File: config.mk
export PLATFORM = sky130hd
export DESIGN_NAME = pre_loader
export DESIGN_NICKNAME = d
export VERILOG_FILES = /design/src/rtl/pre_pkg.sv /design/src/rtl/pre_i2c_phy.sv /design/src/rtl/pre_datapath.sv /design/src/rtl/pre_ctrl.sv /design/src/rtl/pre_loader.sv
export SDC_FILE = /design/constraint.sdc
export NUM_CORES = 1
export LEC_CHECK = 0
export BUFFER_PORTS_ARGS = -buffer_cell sky130_fd_sc_hd__buf_2
export CORE_ASPECT_RATIO = 1.75
export CORE_MARGIN = 3
export CORE_UTILIZATION = 40
export CTS_CLUSTER_DIAMETER = 100
export DETAILED_ROUTE_END_ITERATION = 8
export PLACE_DENSITY_LB_ADDON = 0.2
export SETUP_SLACK_MARGIN = 0.2
export SLEW_MARGIN = 5
export SYNTH_ARGS = -nofsm -noshare
export SYNTH_HDL_FRONTEND = slang
export SYNTH_SLANG_ARGS = --single-unit
File: constraint.sdc
create_clock -name clk -period 2 [get_ports clk]
set_input_delay 0.1 -clock clk [delete_from_list [all_inputs] [get_ports clk]]
set_output_delay 0.1 -clock clk [all_outputs]
set_load 0.05 [all_outputs]
File: src/rtl/pre_pkg.sv
package pre_pkg;

  // bus operations the serial engine can execute
  typedef enum logic [2:0] {
    OP_START = 3'd0,
    OP_STOP  = 3'd1,
    OP_WRITE = 3'd2,   // 8 bits out + ack in
    OP_READ  = 3'd3,   // 8 bits in
    OP_ACK   = 3'd4    // one acknowledge bit out
  } phyOp_t;

  typedef enum logic [3:0] {
    S_START, S_DEVW, S_WHI, S_WLO, S_RSTART, S_DEVR,
    S_READ, S_MEM, S_ACK, S_STOP, S_FSTOP, S_WAIT, S_ERR, S_DONE
  } ldState_t;

  // strobes from control to datapath
  typedef struct packed {
    logic addrClr;
    logic addrInc;
    logic dataLoad;
    logic tryInc;
    logic waitLoad;
  } dpStrobe_t;

  localparam logic [6:0] DEV_BASE = 7'h50;

endpackage

File: src/rtl/pre_i2c_phy.sv
module pre_i2c_phy
  import pre_pkg::*;
#(
  parameter int DIV_W = 12
) (
  input  logic             clk,
  input  logic             rstN,
  input  logic [DIV_W-1:0] quarterDiv,
  input  logic             opGo,
  input  phyOp_t           opKind,
  input  logic [7:0]       txByte,
  input  logic             ackOut,
  input  logic             sdaIn,
  output logic             opDone,
  output logic             ackRx,
  output logic [7:0]       rxByte,
  output logic             busy,
  output logic             sclLow,
  output logic             sdaLow
);

  logic [DIV_W-1:0] divCnt;
  phyOp_t           kind;
  logic [1:0]       qIdx;
  logic [3:0]       bitIdx;
  logic [3:0]       lastBit;
  logic [7:0]       shiftR;
  logic             ackOutR, busyR, doneR, sclLowR, sdaLowR, ackRxR;
  logic             bitOp;

  always_comb begin
    case (kind)
      OP_WRITE: lastBit = 4'd8;
      OP_READ:  lastBit = 4'd7;
      default:  lastBit = 4'd0;
    endcase
    bitOp = (kind == OP_WRITE) || (kind == OP_READ) || (kind == OP_ACK);
  end

  always_ff @(posedge clk) begin
    if (!rstN) begin
      divCnt  <= '0;
      kind    <= OP_STOP;
      qIdx    <= '0;
      bitIdx  <= '0;
      shiftR  <= '0;
      ackOutR <= 1'b0;
      busyR   <= 1'b0;
      doneR   <= 1'b0;
      sclLowR <= 1'b0;
      sdaLowR <= 1'b0;
      ackRxR  <= 1'b0;
    end else begin
      doneR <= 1'b0;
      if (!busyR) begin
        if (opGo) begin
          busyR   <= 1'b1;
          kind    <= opKind;
          qIdx    <= '0;
          bitIdx  <= '0;
          shiftR  <= txByte;
          ackOutR <= ackOut;
          divCnt  <= quarterDiv;
        end
      end else if (divCnt != '0) begin
        divCnt <= divCnt - 1'b1;
      end else begin
        divCnt <= quarterDiv;
        case (kind)
          OP_START: begin
            case (qIdx)
              2'd0: begin sclLowR <= 1'b1; sdaLowR <= 1'b0; end
              2'd1: sclLowR <= 1'b0;
              2'd2: sdaLowR <= 1'b1;
              default: sclLowR <= 1'b1;
            endcase
          end
          OP_STOP: begin
            case (qIdx)
              2'd0: begin sclLowR <= 1'b1; sdaLowR <= 1'b1; end
              2'd1: sclLowR <= 1'b0;
              2'd2: sdaLowR <= 1'b0;
              default: ;
            endcase
          end
          default: begin
            case (qIdx)
              2'd0: begin
                sclLowR <= 1'b1;
                if (kind == OP_WRITE)      sdaLowR <= (bitIdx < 4'd8) ? ~shiftR[7] : 1'b0;
                else if (kind == OP_ACK)   sdaLowR <= ackOutR;
                else                       sdaLowR <= 1'b0;
              end
              2'd1: sclLowR <= 1'b0;
              2'd2: begin
                if (kind == OP_WRITE) begin
                  if (bitIdx == 4'd8) ackRxR <= ~sdaIn;
                  else                shiftR <= {shiftR[6:0], 1'b0};
                end else if (kind == OP_READ) begin
                  shiftR <= {shiftR[6:0], sdaIn};
                end
              end
              default: sclLowR <= 1'b1;
            endcase
          end
        endcase
        qIdx <= qIdx + 1'b1;
        if (qIdx == 2'd3) begin
          if (bitIdx == lastBit) begin
            busyR <= 1'b0;
            doneR <= 1'b1;
          end else begin
            bitIdx <= bitIdx + 1'b1;
          end
        end
      end
    end
  end

  assign opDone = doneR;
  assign ackRx  = ackRxR;
  assign rxByte = shiftR;
  assign busy   = busyR;
  assign sclLow = sclLowR;
  assign sdaLow = sdaLowR;


  sda_stable_chk: assert property (@(posedge clk) disable iff (!rstN)
    (busyR && bitOp && !sclLowR && !$past(sclLowR)) |-> $stable(sdaLowR));


  go_idle_chk: assert property (@(posedge clk) disable iff (!rstN)
    opGo |-> !busyR);

endmodule

File: src/rtl/pre_datapath.sv
module pre_datapath
  import pre_pkg::*;
#(
  parameter int IMG_BYTES = 32768,
  parameter int RETRY_GAP = 100000,
  parameter int MAX_TRIES = 8,
  localparam int ADDR_W = $clog2(IMG_BYTES),
  localparam int WAIT_W = $clog2(RETRY_GAP + 1),
  localparam int TRY_W  = $clog2(MAX_TRIES + 1)
) (
  input  logic              clk,
  input  logic              rstN,
  input  dpStrobe_t         strobe,
  input  logic [7:0]        rxByte,
  output logic [ADDR_W-1:0] memAddr,
  output logic [7:0]        memData,
  output logic              lastByte,
  output logic              finalTry,
  output logic              waitDone
);

  logic [ADDR_W-1:0] addrR;
  logic [7:0]        dataR;
  logic [TRY_W-1:0]  tryCnt;
  logic [WAIT_W-1:0] waitCnt;

  always_ff @(posedge clk) begin
    if (!rstN) begin
      addrR   <= '0;
      dataR   <= '0;
      tryCnt  <= '0;
      waitCnt <= '0;
    end else begin
      if (strobe.addrClr)      addrR <= '0;
      else if (strobe.addrInc) addrR <= addrR + 1'b1;
      if (strobe.dataLoad) dataR <= rxByte;
      if (strobe.tryInc)   tryCnt <= tryCnt + 1'b1;
      if (strobe.waitLoad)     waitCnt <= WAIT_W'(RETRY_GAP);
      else if (waitCnt != '0)  waitCnt <= waitCnt - 1'b1;
    end
  end

  assign memAddr  = addrR;
  assign memData  = dataR;
  assign lastByte = (addrR == ADDR_W'(IMG_BYTES - 1));
  assign finalTry = (tryCnt == TRY_W'(MAX_TRIES - 1));
  assign waitDone = (waitCnt == '0);


  try_bound_chk: assert property (@(posedge clk) disable iff (!rstN)
    strobe.tryInc |-> !finalTry);


  inc_bound_chk: assert property (@(posedge clk) disable iff (!rstN)
    strobe.addrInc |-> !lastByte);

endmodule

File: src/rtl/pre_ctrl.sv
module pre_ctrl
  import pre_pkg::*;
(
  input  logic       clk,
  input  logic       rstN,
  input  logic       imgSel,
  input  logic       opDone,
  input  logic       ackRx,
  input  logic       memReady,
  input  logic       lastByte,
  input  logic       finalTry,
  input  logic       waitDone,
  output logic       opGo,
  output phyOp_t     opKind,
  output logic [7:0] txByte,
  output logic       ackOut,
  output dpStrobe_t  strobe,
  output logic       memWe,
  output logic       cpuReset,
  output logic       errFlag
);

  ldState_t   state, nextState;
  logic       launched;
  logic       isOpState;
  logic [6:0] devAddr;

  assign devAddr = DEV_BASE | {6'd0, imgSel};

  always_comb begin
    opKind = OP_WRITE;
    txByte = 8'h00;
    case (state)
      S_START, S_RSTART: opKind = OP_START;
      S_DEVW:            txByte = {devAddr, 1'b0};
      S_DEVR:            txByte = {devAddr, 1'b1};
      S_READ:            opKind = OP_READ;
      S_ACK:             opKind = OP_ACK;
      S_STOP, S_FSTOP:   opKind = OP_STOP;
      default: ;
    endcase
    isOpState = !(state inside {S_MEM, S_WAIT, S_ERR, S_DONE});
    opGo      = isOpState && !launched;
    ackOut    = !lastByte;
  end

  always_comb begin
    nextState = state;
    strobe    = '0;
    case (state)
      S_START:  if (opDone) nextState = S_DEVW;
      S_DEVW:   if (opDone) nextState = ackRx ? S_WHI : S_FSTOP;
      S_WHI:    if (opDone) nextState = ackRx ? S_WLO : S_FSTOP;
      S_WLO:    if (opDone) nextState = ackRx ? S_RSTART : S_FSTOP;
      S_RSTART: if (opDone) nextState = S_DEVR;
      S_DEVR: if (opDone) begin
        nextState      = ackRx ? S_READ : S_FSTOP;
        strobe.addrClr = ackRx;
      end
      S_READ: if (opDone) begin
        nextState       = S_MEM;
        strobe.dataLoad = 1'b1;
      end
      S_MEM:  if (memReady) nextState = S_ACK;
      S_ACK: if (opDone) begin
        nextState      = lastByte ? S_STOP : S_READ;
        strobe.addrInc = !lastByte;
      end
      S_STOP: if (opDone) nextState = S_DONE;
      S_FSTOP: if (opDone) begin
        if (finalTry) nextState = S_ERR;
        else begin
          nextState       = S_WAIT;
          strobe.tryInc   = 1'b1;
          strobe.waitLoad = 1'b1;
        end
      end
      S_WAIT: if (waitDone) nextState = S_START;
      default: ;
    endcase
  end

  always_ff @(posedge clk) begin
    if (!rstN) begin
      state    <= S_START;
      launched <= 1'b0;
    end else begin
      state <= nextState;
      if (opDone)    launched <= 1'b0;
      else if (opGo) launched <= 1'b1;
    end
  end

  assign memWe    = (state == S_MEM);
  assign cpuReset = (state != S_DONE);
  assign errFlag  = (state == S_ERR);


  err_sticky_chk: assert property (@(posedge clk) disable iff (!rstN)
    errFlag |=> (errFlag && !opGo && cpuReset));


  wait_quiet_chk: assert property (@(posedge clk) disable iff (!rstN)
    (state == S_WAIT) |-> !opGo);

endmodule

File: src/rtl/pre_loader.sv
module pre_loader
  import pre_pkg::*;
#(
  parameter int IMG_BYTES = 32768,
  parameter int DIV_W     = 12,
  parameter int RETRY_GAP = 100000,
  parameter int MAX_TRIES = 8,
  localparam int ADDR_W = $clog2(IMG_BYTES)
) (
  input  logic              clk,
  input  logic              rstN,
  input  logic [DIV_W-1:0]  quarterDiv,
  input  logic              imgSel,
  output logic              sclLow,
  output logic              sdaLow,
  input  logic              sdaIn,
  output logic              memWe,
  output logic [ADDR_W-1:0] memAddr,
  output logic [7:0]        memData,
  input  logic              memReady,
  output logic              cpuReset,
  output logic              errFlag
);

  dpStrobe_t  strobe;
  phyOp_t     opKind;
  logic       opGo, opDone, ackRx, ackOut, phyBusy;
  logic [7:0] txByte, rxByte;
  logic       lastByte, finalTry, waitDone;

  pre_ctrl ctrl_i (
    .clk(clk), .rstN(rstN), .imgSel(imgSel), .opDone(opDone), .ackRx(ackRx),
    .memReady(memReady), .lastByte(lastByte), .finalTry(finalTry),
    .waitDone(waitDone), .opGo(opGo), .opKind(opKind), .txByte(txByte),
    .ackOut(ackOut), .strobe(strobe), .memWe(memWe), .cpuReset(cpuReset),
    .errFlag(errFlag)
  );

  pre_datapath #(
    .IMG_BYTES(IMG_BYTES), .RETRY_GAP(RETRY_GAP), .MAX_TRIES(MAX_TRIES)
  ) dp_i (
    .clk(clk), .rstN(rstN), .strobe(strobe), .rxByte(rxByte),
    .memAddr(memAddr), .memData(memData), .lastByte(lastByte),
    .finalTry(finalTry), .waitDone(waitDone)
  );

  pre_i2c_phy #(.DIV_W(DIV_W)) phy_i (
    .clk(clk), .rstN(rstN), .quarterDiv(quarterDiv), .opGo(opGo),
    .opKind(opKind), .txByte(txByte), .ackOut(ackOut), .sdaIn(sdaIn),
    .opDone(opDone), .ackRx(ackRx), .rxByte(rxByte), .busy(phyBusy),
    .sclLow(sclLow), .sdaLow(sdaLow)
  );


  mem_hold_chk: assert property (@(posedge clk) disable iff (!rstN)
    (memWe && !memReady) |=> (memWe && $stable(memAddr) && $stable(memData)));


  released_bus_chk: assert property (@(posedge clk) disable iff (!rstN)
    !cpuReset |=> (!cpuReset && !sclLow && !sdaLow && !memWe && !phyBusy));

endmodule

[After elaboration in Yosys (flattened, before gate mapping)]
Cells that the tools add are included.
Cells by class
  add/sub/neg operators: 6
  $lt $le $gt $ge: 1
  eq/ne operators: 48
  muxes and demuxes: 68
  bitwise logic cells: 7
  reductions and logical operators: 30
Operators by type and width (count)
  2-to-1 mux 4 bit: 22
  2-to-1 mux 8 bit: 8
  case mux 4 bit (12 select lines): 1
  2-to-1 mux 12 bit: 3
  2-to-1 mux 17 bit: 2
  equality test 4 bit (second input constant): 7
  != test 2 x 1 -> 1 bit (second input constant): 12
  nonzero test 12 bit: 2
  equality test 4 x 3 -> 1 bit (second input constant): 5
  logical NOT 17 bit: 1
  2-to-1 mux 1 bit: 17
  nonzero test 17 bit: 1
  subtractor 17 x 1 -> 17 bit (second input constant): 1
  case mux 8 bit (2 select lines): 1
  adder 15 x 1 -> 15 bit (second input constant): 1
  equality test 15 bit (second input constant): 1
  AND reduction 13 bit: 1
  2-to-1 mux 2 bit: 6
  != test 2 bit (second input constant): 6
  case mux 3 bit (4 select lines): 1
  AND reduction 6 bit: 2
  OR reduction 2 bit: 6
  subtractor 12 x 1 -> 12 bit (second input constant): 1
  case mux 1 bit (2 select lines): 5
  other kinds (29): 47
Storage, ports and cells
  flip-flop bits (word level): 84
  input port bits: 17
  output and inout bits: 28
  logic and storage cells: 178

[Logic depth before layout (Yosys ltp)]
Gate-level depths: netlist of the first run.
  depth after elaboration: 7
  gate-level depth with buffers: 9
  depth with buffers taken out: 7

[Hierarchy]
Synthesis of the first run repeated with hierarchy kept, for this count alone.
Second synthesis, totals
  cell total of the unflattened synthesis: 570
  area, all modules: 4810.9 µm²
By module, submodules not included
  pre_datapath: times used 1, cells each 233, area each 2090.8 µm², sequential area each 880.8 µm²
  pre_i2c_phy: times used 1, cells each 241, area each 2047.0 µm², sequential area each 700.7 µm²
  pre_ctrl: times used 1, cells each 96, area each 673.1 µm², sequential area each 100.1 µm²

[Worst setup path after synthesis of the first run]
Ideal clock, no wire load.
  path type: reg2reg
  from: reg dp_i.addrR[0] (netlist: dp_i.memAddr[0])
  to: reg ctrl_i.state[0]
  setup time: 95 ps
  arrival time: 2205 ps
  required time: 1905 ps
  slack: -300 ps
  cell stages (with the launch flop): 7
  buffers on the path: 0
  clock period less this slack: 2300 ps
  path through: dfxtp_1 > ha_1 > nand4_1 > nor4_1 > o21ai_0 > o211a_1 > a221oi_1
Between the ends
  word-level cells in the longest chain between the ends: 4
RTL lines
  from (decl): line pre_datapath.sv:22  | logic [ADDR_W-1:0] addrR;
  from (signal assigned): line pre_datapath.sv:35  | else if (strobe.addrInc) addrR <= addrR + 1'b1;
  equality test 15 bit: line pre_datapath.sv:45  | assign lastByte = (addrR == ADDR_W'(IMG_BYTES - 1));
  2-to-1 mux 4 bit: line pre_ctrl.sv:66  | nextState = lastByte ? S_STOP : S_READ;
  2-to-1 mux 4 bit: line pre_ctrl.sv:65  | S_ACK: if (opDone) begin
  case mux 4 bit (12 select lines): line pre_ctrl.sv:50  | case (state)
  to (signal assigned): line pre_ctrl.sv:88  | state <= nextState;
  to (decl): line pre_ctrl.sv:23  | ldState_t state, nextState;
No other way between the ends. The select of a mux whose other input is x is not followed.
A chain may end at the register's enable or synchronous reset.

[Final worst setup path of the first run]
  from: reg dp_i.waitCnt[9]
  to: reg dp_i.waitCnt[5]
Between the ends
  word-level cells in the longest chain between the ends: 2
RTL lines
  from (decl): line pre_datapath.sv:25  | logic [WAIT_W-1:0] waitCnt;
  from (signal assigned): line pre_datapath.sv:38  | if (strobe.waitLoad) waitCnt <= WAIT_W'(RETRY_GAP);
  from (signal assigned): line pre_datapath.sv:39  | else if (waitCnt != '0) waitCnt <= waitCnt - 1'b1;
  nonzero test 17 bit: line pre_datapath.sv:39
  nonzero test 2 bit (no line)
No other way between the ends.

==> results.toml, run 1 <==
[routing]
drc = 0
dr_total_vias = 4744
firstDrtPassIters = 4
avgRoutedWirePerCell_um = 17.3
drtAntennaViolNets = 0
via_per_inst = 5.81
drtIter0Drc = 208
routed_wirelength_mm = 14.1

[placed_design]
dp.cells = 762
dp_hpwl_mm = 9.60
place_congestion = 0.876
numPortBuffers = 44
dp_slack_ns = -0.0355
place_area_mm2 = 0.00535

[global_route]
overflow = 0
antenna_found_initial = 0
grt_max_degree = 28
grt_pass1_wl_mm = 22.0
track_usage = 0.213
grt_pass1_vias = 4628

[clock_tree]
cts_root_buf = "clkbuf_16"
clock_path_buffers = 2
cts_made_buffers = 9
htreeDepth = 3
cts_sinks = 84
insertion_delay_ns = 0.34
hold_buffers = 0
cts_tree = "done"
path_clk_slew_ns = 0.06

[worst_setup_path]
critical_path_class = "flop to flop"
r2r_cells = 5
r2r_slack_ns = -0.04
crit_chain = "or4_4, or4_4, o211ai_1, xor2_1, a21oi_1"
crit_path_max_incr_delay_ns = 0.58
crit_top_cell = "or4_4"
cp-end-kind = "flop"
crit_start = "dp_i.waitCnt[9]$_SDFFE_PN0P_"
start_kind = "flop"
r2r_start = "dp_i.waitCnt[9]$_SDFFE_PN0P_"
required_ns = 2.22
r2r_end = "dp_i.waitCnt[5]$_SDFFE_PN0P_"
cp_slowest_cell = "or4_4"
worstPathArrival_ns = 2.25
crit_fanout = 7

[timing]
hold_violations = 0
max_freq_mhz = 491
slew_viol_final = 0
rsz0062_at_grt = "yes"
hold_ws_ns = 0.0182
min_period_over_period = 1.02
finClkSkew_ns = 0.00668
finalCriticalPeriod_ns = 2.04
setup_viol = 4
timing.final.ws_setup_ns = -0.0382
tightest_slew_ns = 0.520
slew_headroom = 0.651

[synth]
synth_cell_type_count = 63
ys_ff_latch = 84
synth_largest_area_cell = "dfxtp_1"
yosysWarnings = 0
netlist_top_cells_area = "dfxtp_1, nor2_1, a21oi_1"
synth_edf_count = 0
netlist_area_mm2 = 0.00453
ys_seq_area_frac = 0.371
synthArstFlopShare = 0
synth_top_area_share = 0.371
syn-instance-count = 557
syn-mean-instance-area_um2 = 8.14
synthFlopType = "dfxtp_1"
synthesis.nets = 591

[floorplanning]
die_area_mm2 = 0.0127
core_mm2 = 0.0109
die_w_um = 86.5
row_count = 50
die_y_um = 147
initial_core_util = 0.416
io_pins = 45

[min_path]
hold_path_end = "phy_i.divCnt[4]$_SDFFE_PN0P_"
min_from = "quarterDiv[4]"
hp-class = "input port to flop"
hold_depth = 3

[layout]
final_nets = 716
drive_gt1_frac = 0.418
area_growth_pct = 45.8
fin_cells = 817
n_antenna_cell = 0
design_area_mm2 = 0.00661

[power]
irDropWorstVdd_v = 0.000636
p_leak_nw = 2.49
powerDensity_mw_per_mm2 = 905

[outcome]
status = "complete, but fails checks"
failed_checks = "negative setup slack"

[run]
cap_violations = 0
what timing repair did:
action,CTS,global route
gates resized for setup,48,98
cloned,0,1
setup buffers,13,25
pin swaps,21,54
endpoints found under the setup margin,52,62
per-stage QoR:
step	power, W	utilization	TNS (ns)
after CTS	0.00566	0.543	-0.137
after global routing	0.00631	0.607	-0.749
after global placement	0.00390	0.491	-0.0910
final	0.00598	0.607	-0.101
after floorplan	0.00345	-	-0.249
after detailed placement	0.00394	0.491	-0.173
sequential cells by signal, indices dropped and copies added, names as in the netlist, 2 cells and up:
signal / flops
phy_i.rxByte: 8
dp_i.memData: 8
phy_i.kind: 3
dp_i.waitCnt: 17
dp_i.memAddr: 15
phy_i.bitIdx: 4
phy_i.qIdx: 2
phy_i.divCnt: 12
ctrl_i.state: 4
dp_i.tryCnt: 4
critical path, delay by kind of cell, from the launching register on:
family	cells	cell delay (ns)
AOI/OAI and AO/OA	2	0.32
xor gates and xnor gates	1	0.17
DFF	1	0.32
and+or+nand+nor	2	1.11
synthesized netlist by cell type, types with 3 or more instances:
cell and instances:
a211oi_1 11, a21oi_1 44, a31oi_1 8, a32o_1 3
and2_1 5, and3_1 8, clkbuf_1 22, dfxtp_1 84
ha_1 17, inv_1 19, mux2_2 3, mux2i_1 3
nand2_1 51, nand2b_1 6, nand3_1 27, nand4_1 12
nor2_1 65, nor2b_1 6, nor3_1 15, nor3b_1 7
nor4_1 7, o211ai_1 16, o21a_1 3, o21ai_0 24
o2bb2ai_1 3, or3_1 3, or4_1 6, xnor2_1 15
xor2_1 13
per-layer routing:
layer	global-route usage	vias to the layer above	routed length (µm)	part of all wire
li1	-	2273	-	-
met1	0.234	2308	5360	0.38
met2	0.386	127	7710	0.55
met3	0.0376	36	569	0.040
met4	0.101	0	490	0.035
met5	0	-	0	0
power breakdown:
part / internal (W) / total [W] / switching, W
clock: 0.000872 / 0.00155 / 0.000679
sequential: 0.00186 / 0.00205 / 0.000193
combinational: 0.00111 / 0.00238 / 0.00127
total: 0.00384 / 0.00598 / 0.00214
worst max path at each step:
stage,to,cells after the start
floorplan,dp_i.waitCnt[5]$_SDFFE_PN0P_,7
global route,dp_i.waitCnt[5]$_SDFFE_PN0P_,5
CTS,dp_i.waitCnt[11]$_SDFFE_PP0P_,5
finish,dp_i.waitCnt[5]$_SDFFE_PN0P_,5
detailed placement,phy_i.bitIdx[0]$_SDFFE_PN0P_,8
global placement,phy_i.bitIdx[0]$_SDFFE_PN0P_,8
cell usage in the layout (no fill, tap or decap), types with 4 or more instances in the layout:
cell type,n
a31oi_1,7
a21oi_1,33
nand3_2,8
nor4_1,4
nand3_1,18
or4_4,7
xnor2_1,14
nor3_1,10
a21oi_2,9
nor2_1,56
nand2_1,46
nor2_4,7
nand2b_1,6
dfxtp_1,58
nand4_1,12
nor2b_1,4
and3_1,8
xor2_1,13
o211ai_1,16
buf_2,44
and2_1,5
buf_6,16
a211oi_1,7
buf_4,75
dfxtp_2,18
dfxtp_4,8
nor4_4,4
clkbuf_16,9
ha_4,4
ha_1,12
o21ai_0,20
a211oi_2,4
inv_1,15
nor3_2,6
kinds of logic after synthesis:
kind of cell	synth area share
AOI/OAI and AO/OA	0.197
buffers and inverters	0.0406
xor gates and xnor gates	0.0541
adders and majority gates	0.0469
and+or+nand+nor	0.277
muxes	0.0141
DFF	0.371
area by class of cell:
class	instances	area [µm²]
tap	130	163
fill	942	4280
clock inverter	4	25.0
clock buffer	12	246
sequential	84	1730
timing repair buffer	139	1030
multi-input combinational	428	3330
inverter	20	82.6
(Power assumes the default switching activity.)
==> inputs of run 2 (changes only) <==
SETUP_SLACK_MARGIN = 0.1   (was 0.2)
==> run 2 against run 1 <==
Against the previous run:
- the flow still finishes with violations (negative setup slack)
- sequential share of layout area increased by 2.0 points
- clock power up 15%
- combinational power is 4% lower
- worst hold slack worse by 0.016 ns
- sequential cell count unchanged
- die area unchanged
- wire length is 8.6% lower
- first-iteration DRC count down 20%
- design area decreased by 7.1%
- worst setup slack got worse by 0.016 ns
- critical endpoint is now dp_i.waitCnt[15]$_SDFFE_PN0P_
- highest routed layer unchanged
==> results.toml, run 2 (synthesis gave the netlist of run 1 again) <==
[clock_tree]
htreeDepth = 3
cts_root_buf = "clkbuf_16"
insertion_delay_ns = 0.34
cts_tree = "done"
hold_buffers = 0
path_clk_slew_ns = 0.07
cts_sinks = 84
clock_path_buffers = 2
cts_made_buffers = 9

[worst_setup_path]
critical_path_buf_inv_count = 1
crit_fanout = 7
worstPathArrival_ns = 2.29
crit_path_max_incr_delay_ns = 0.58
cp_num_cells = 6
crit_chain = "or4_4, or4_4, buf_4, nor3_4, xnor2_1, a21oi_1"
cp_slowest_cell = "or4_4"
critical_path_class = "flop to flop"
cp-end-kind = "flop"
required_ns = 2.24
critPathTopFamily = "simple AND/OR/NAND/NOR gates"
r2r_cells = 6
crit_top_cell = "or4_4"
start_kind = "flop"

[power]
pwr-share-clk = 0.292
irDropWorstVdd_v = 0.000557
seqPwrFrac = 0.334
internal_power_w = 0.00399
p_sw_frac = 0.348
p_leak_nw = 2.36
powerDensity_mw_per_mm2 = 996
power_w = 0.00612
p_comb_frac = 0.374
p_sw_w = 0.00213

[global_route]
grt_max_degree = 33
grt_pass1_vias = 4445
track_usage = 0.201
overflow = 0
antenna_found_initial = 1
grt_pass1_wl_mm = 20.7

[timing]
tightest_slew_ns = 0.463
hold_violations = 0
hold_ws_ns = 0.00260
min_period_over_period = 1.03
finalCriticalPeriod_ns = 2.05
finClkSkew_ns = 0.00836
setup_viol = 7
max_freq_mhz = 487
slew_viol_final = 0
timing.final.ws_setup_ns = -0.0541
rsz0062_at_grt = "yes"
slew_headroom = 0.690

[layout]
layout_commonest_cell = "buf_4"
largest_reg_flops = 17
n_fill_cell = 1035
area_growth_pct = 35.5
final_nets = 695
drive_gt1_frac = 0.347
final_cell_mix = "buf_4, dfxtp_1, nor2_1, nand2_1, buf_2"
top_register = "dp_i.waitCnt"
fin_cells = 797

[routing]
avgRoutedWirePerCell_um = 16.2
drtAntennaViolNets = 0
routed_wirelength_mm = 12.9
drtIter0Drc = 166
via_per_inst = 5.69
dr_total_vias = 4538
firstDrtPassIters = 4
drc = 0

[outcome]
status = "complete, but fails checks"
failed_checks = "negative setup slack"

[floorplanning]
initial_core_util = 0.416
die_w_um = 86.5
core_mm2 = 0.0109
die_area_mm2 = 0.0127
row_count = 50
die_y_um = 147
io_pins = 45

[run]
cap_violations = 0

[placed_design]
dp_hpwl_mm = 9.50
place_congestion = 0.869
numPortBuffers = 44
dp.cells = 766

[min_path]
hp-class = "input port to flop"
hold_depth = 3
run 2: changes by cell type in the layout (fill, tap and decap cells not counted), moves of 3 or more:
cell,before,now
a21oi_1,33,39
a21oi_2,9,5
buf_4,75,65
buf_6,16,6
nand3_1,18,26
nand3_2,8,0
nor2_4,7,4
o21ai_1,2,5
o2bb2ai_1,0,3
run 2: power by group through the flow:
| stage | sequential (W) | combinational (W) | clock [W] |
|---|---|---|---|
| after floorplan | 0.00205 | 0.00138 | 0 |
| after global placement | 0.00206 | 0.00182 | 0 |
| after detailed placement | 0.00206 | 0.00188 | 0 |
| after CTS | 0.00203 | 0.00198 | 0.00182 |
| after global routing | 0.00207 | 0.00250 | 0.00188 |
| final | 0.00204 | 0.00229 | 0.00179 |
run 2: stage by stage:
step | util | TNS, ns | instance area [µm²] | setup slack, ns
2_1_floorplan | - | -0.248 | 4630 | -0.0562
3_3_place_gp | 0.493 | 0 | 5370 | 0.0247
3_5_place_dp | 0.493 | -0.132 | 5370 | -0.0593
4_1_cts | 0.530 | -0.109 | 5770 | -0.0393
5_1_grt | 0.564 | -1.28 | 6140 | -0.111
6_report | 0.564 | -0.222 | 6140 | -0.0541
run 2: metal layers:
layer / wire, µm / track usage / up-vias / share of wire
li1: - / - / 2239 / -
met2: 6990 / 0.365 / 101 / 0.54
met5: 0 / 0 / - / 0
met1: 5070 / 0.219 / 2165 / 0.39
met3: 486 / 0.0370 / 33 / 0.038
met4: 366 / 0.0967 / 0 / 0.028
run 2: worst paths after layout:
check	startpoint	to	slack, ns
max	dp_i.waitCnt[3]$_SDFFE_PP0P_	dp_i.waitCnt[15]$_SDFFE_PN0P_	-0.05
min	quarterDiv[4]	phy_i.divCnt[4]$_SDFFE_PN0P_	0.003
max reg2reg	dp_i.waitCnt[3]$_SDFFE_PP0P_	dp_i.waitCnt[15]$_SDFFE_PN0P_	-0.05
min reg2reg	dp_i.memData[4]$_SDFFE_PN0P_	dp_i.memData[4]$_SDFFE_PN0P_	0.45
run 2: cell type report:
type / instances / area [µm²] / share of cell area
inverters: 20 / 80.1 / 0.0130
diodes: 1 / 2.50 / 0.000407
flip-flops and latches: 84 / 1730 / 0.282
repair buffers: 118 / 821 / 0.134
clock inverters: 4 / 55.1 / 0.00896
multi-input cells: 428 / 3020 / 0.492
well taps: 130 / 163 / 0.0265
clock buffers: 12 / 268 / 0.0436
run 2: timing repair:
item	in CTS	in global routing
setup buffers	1	12
gates cloned	0	1
pin swaps	10	37
hold endpoints to repair	0	0
setup endpoints to repair	32	66
gates resized for setup	23	65
run 2: tightest hold or removal path: cells and delay by family:
family	cells	cell delay (ns)
AO/OA/AOI/OAI	1	0.07
AND/OR/NAND/NOR	1	0.07
buffers and inverters	1	0.07
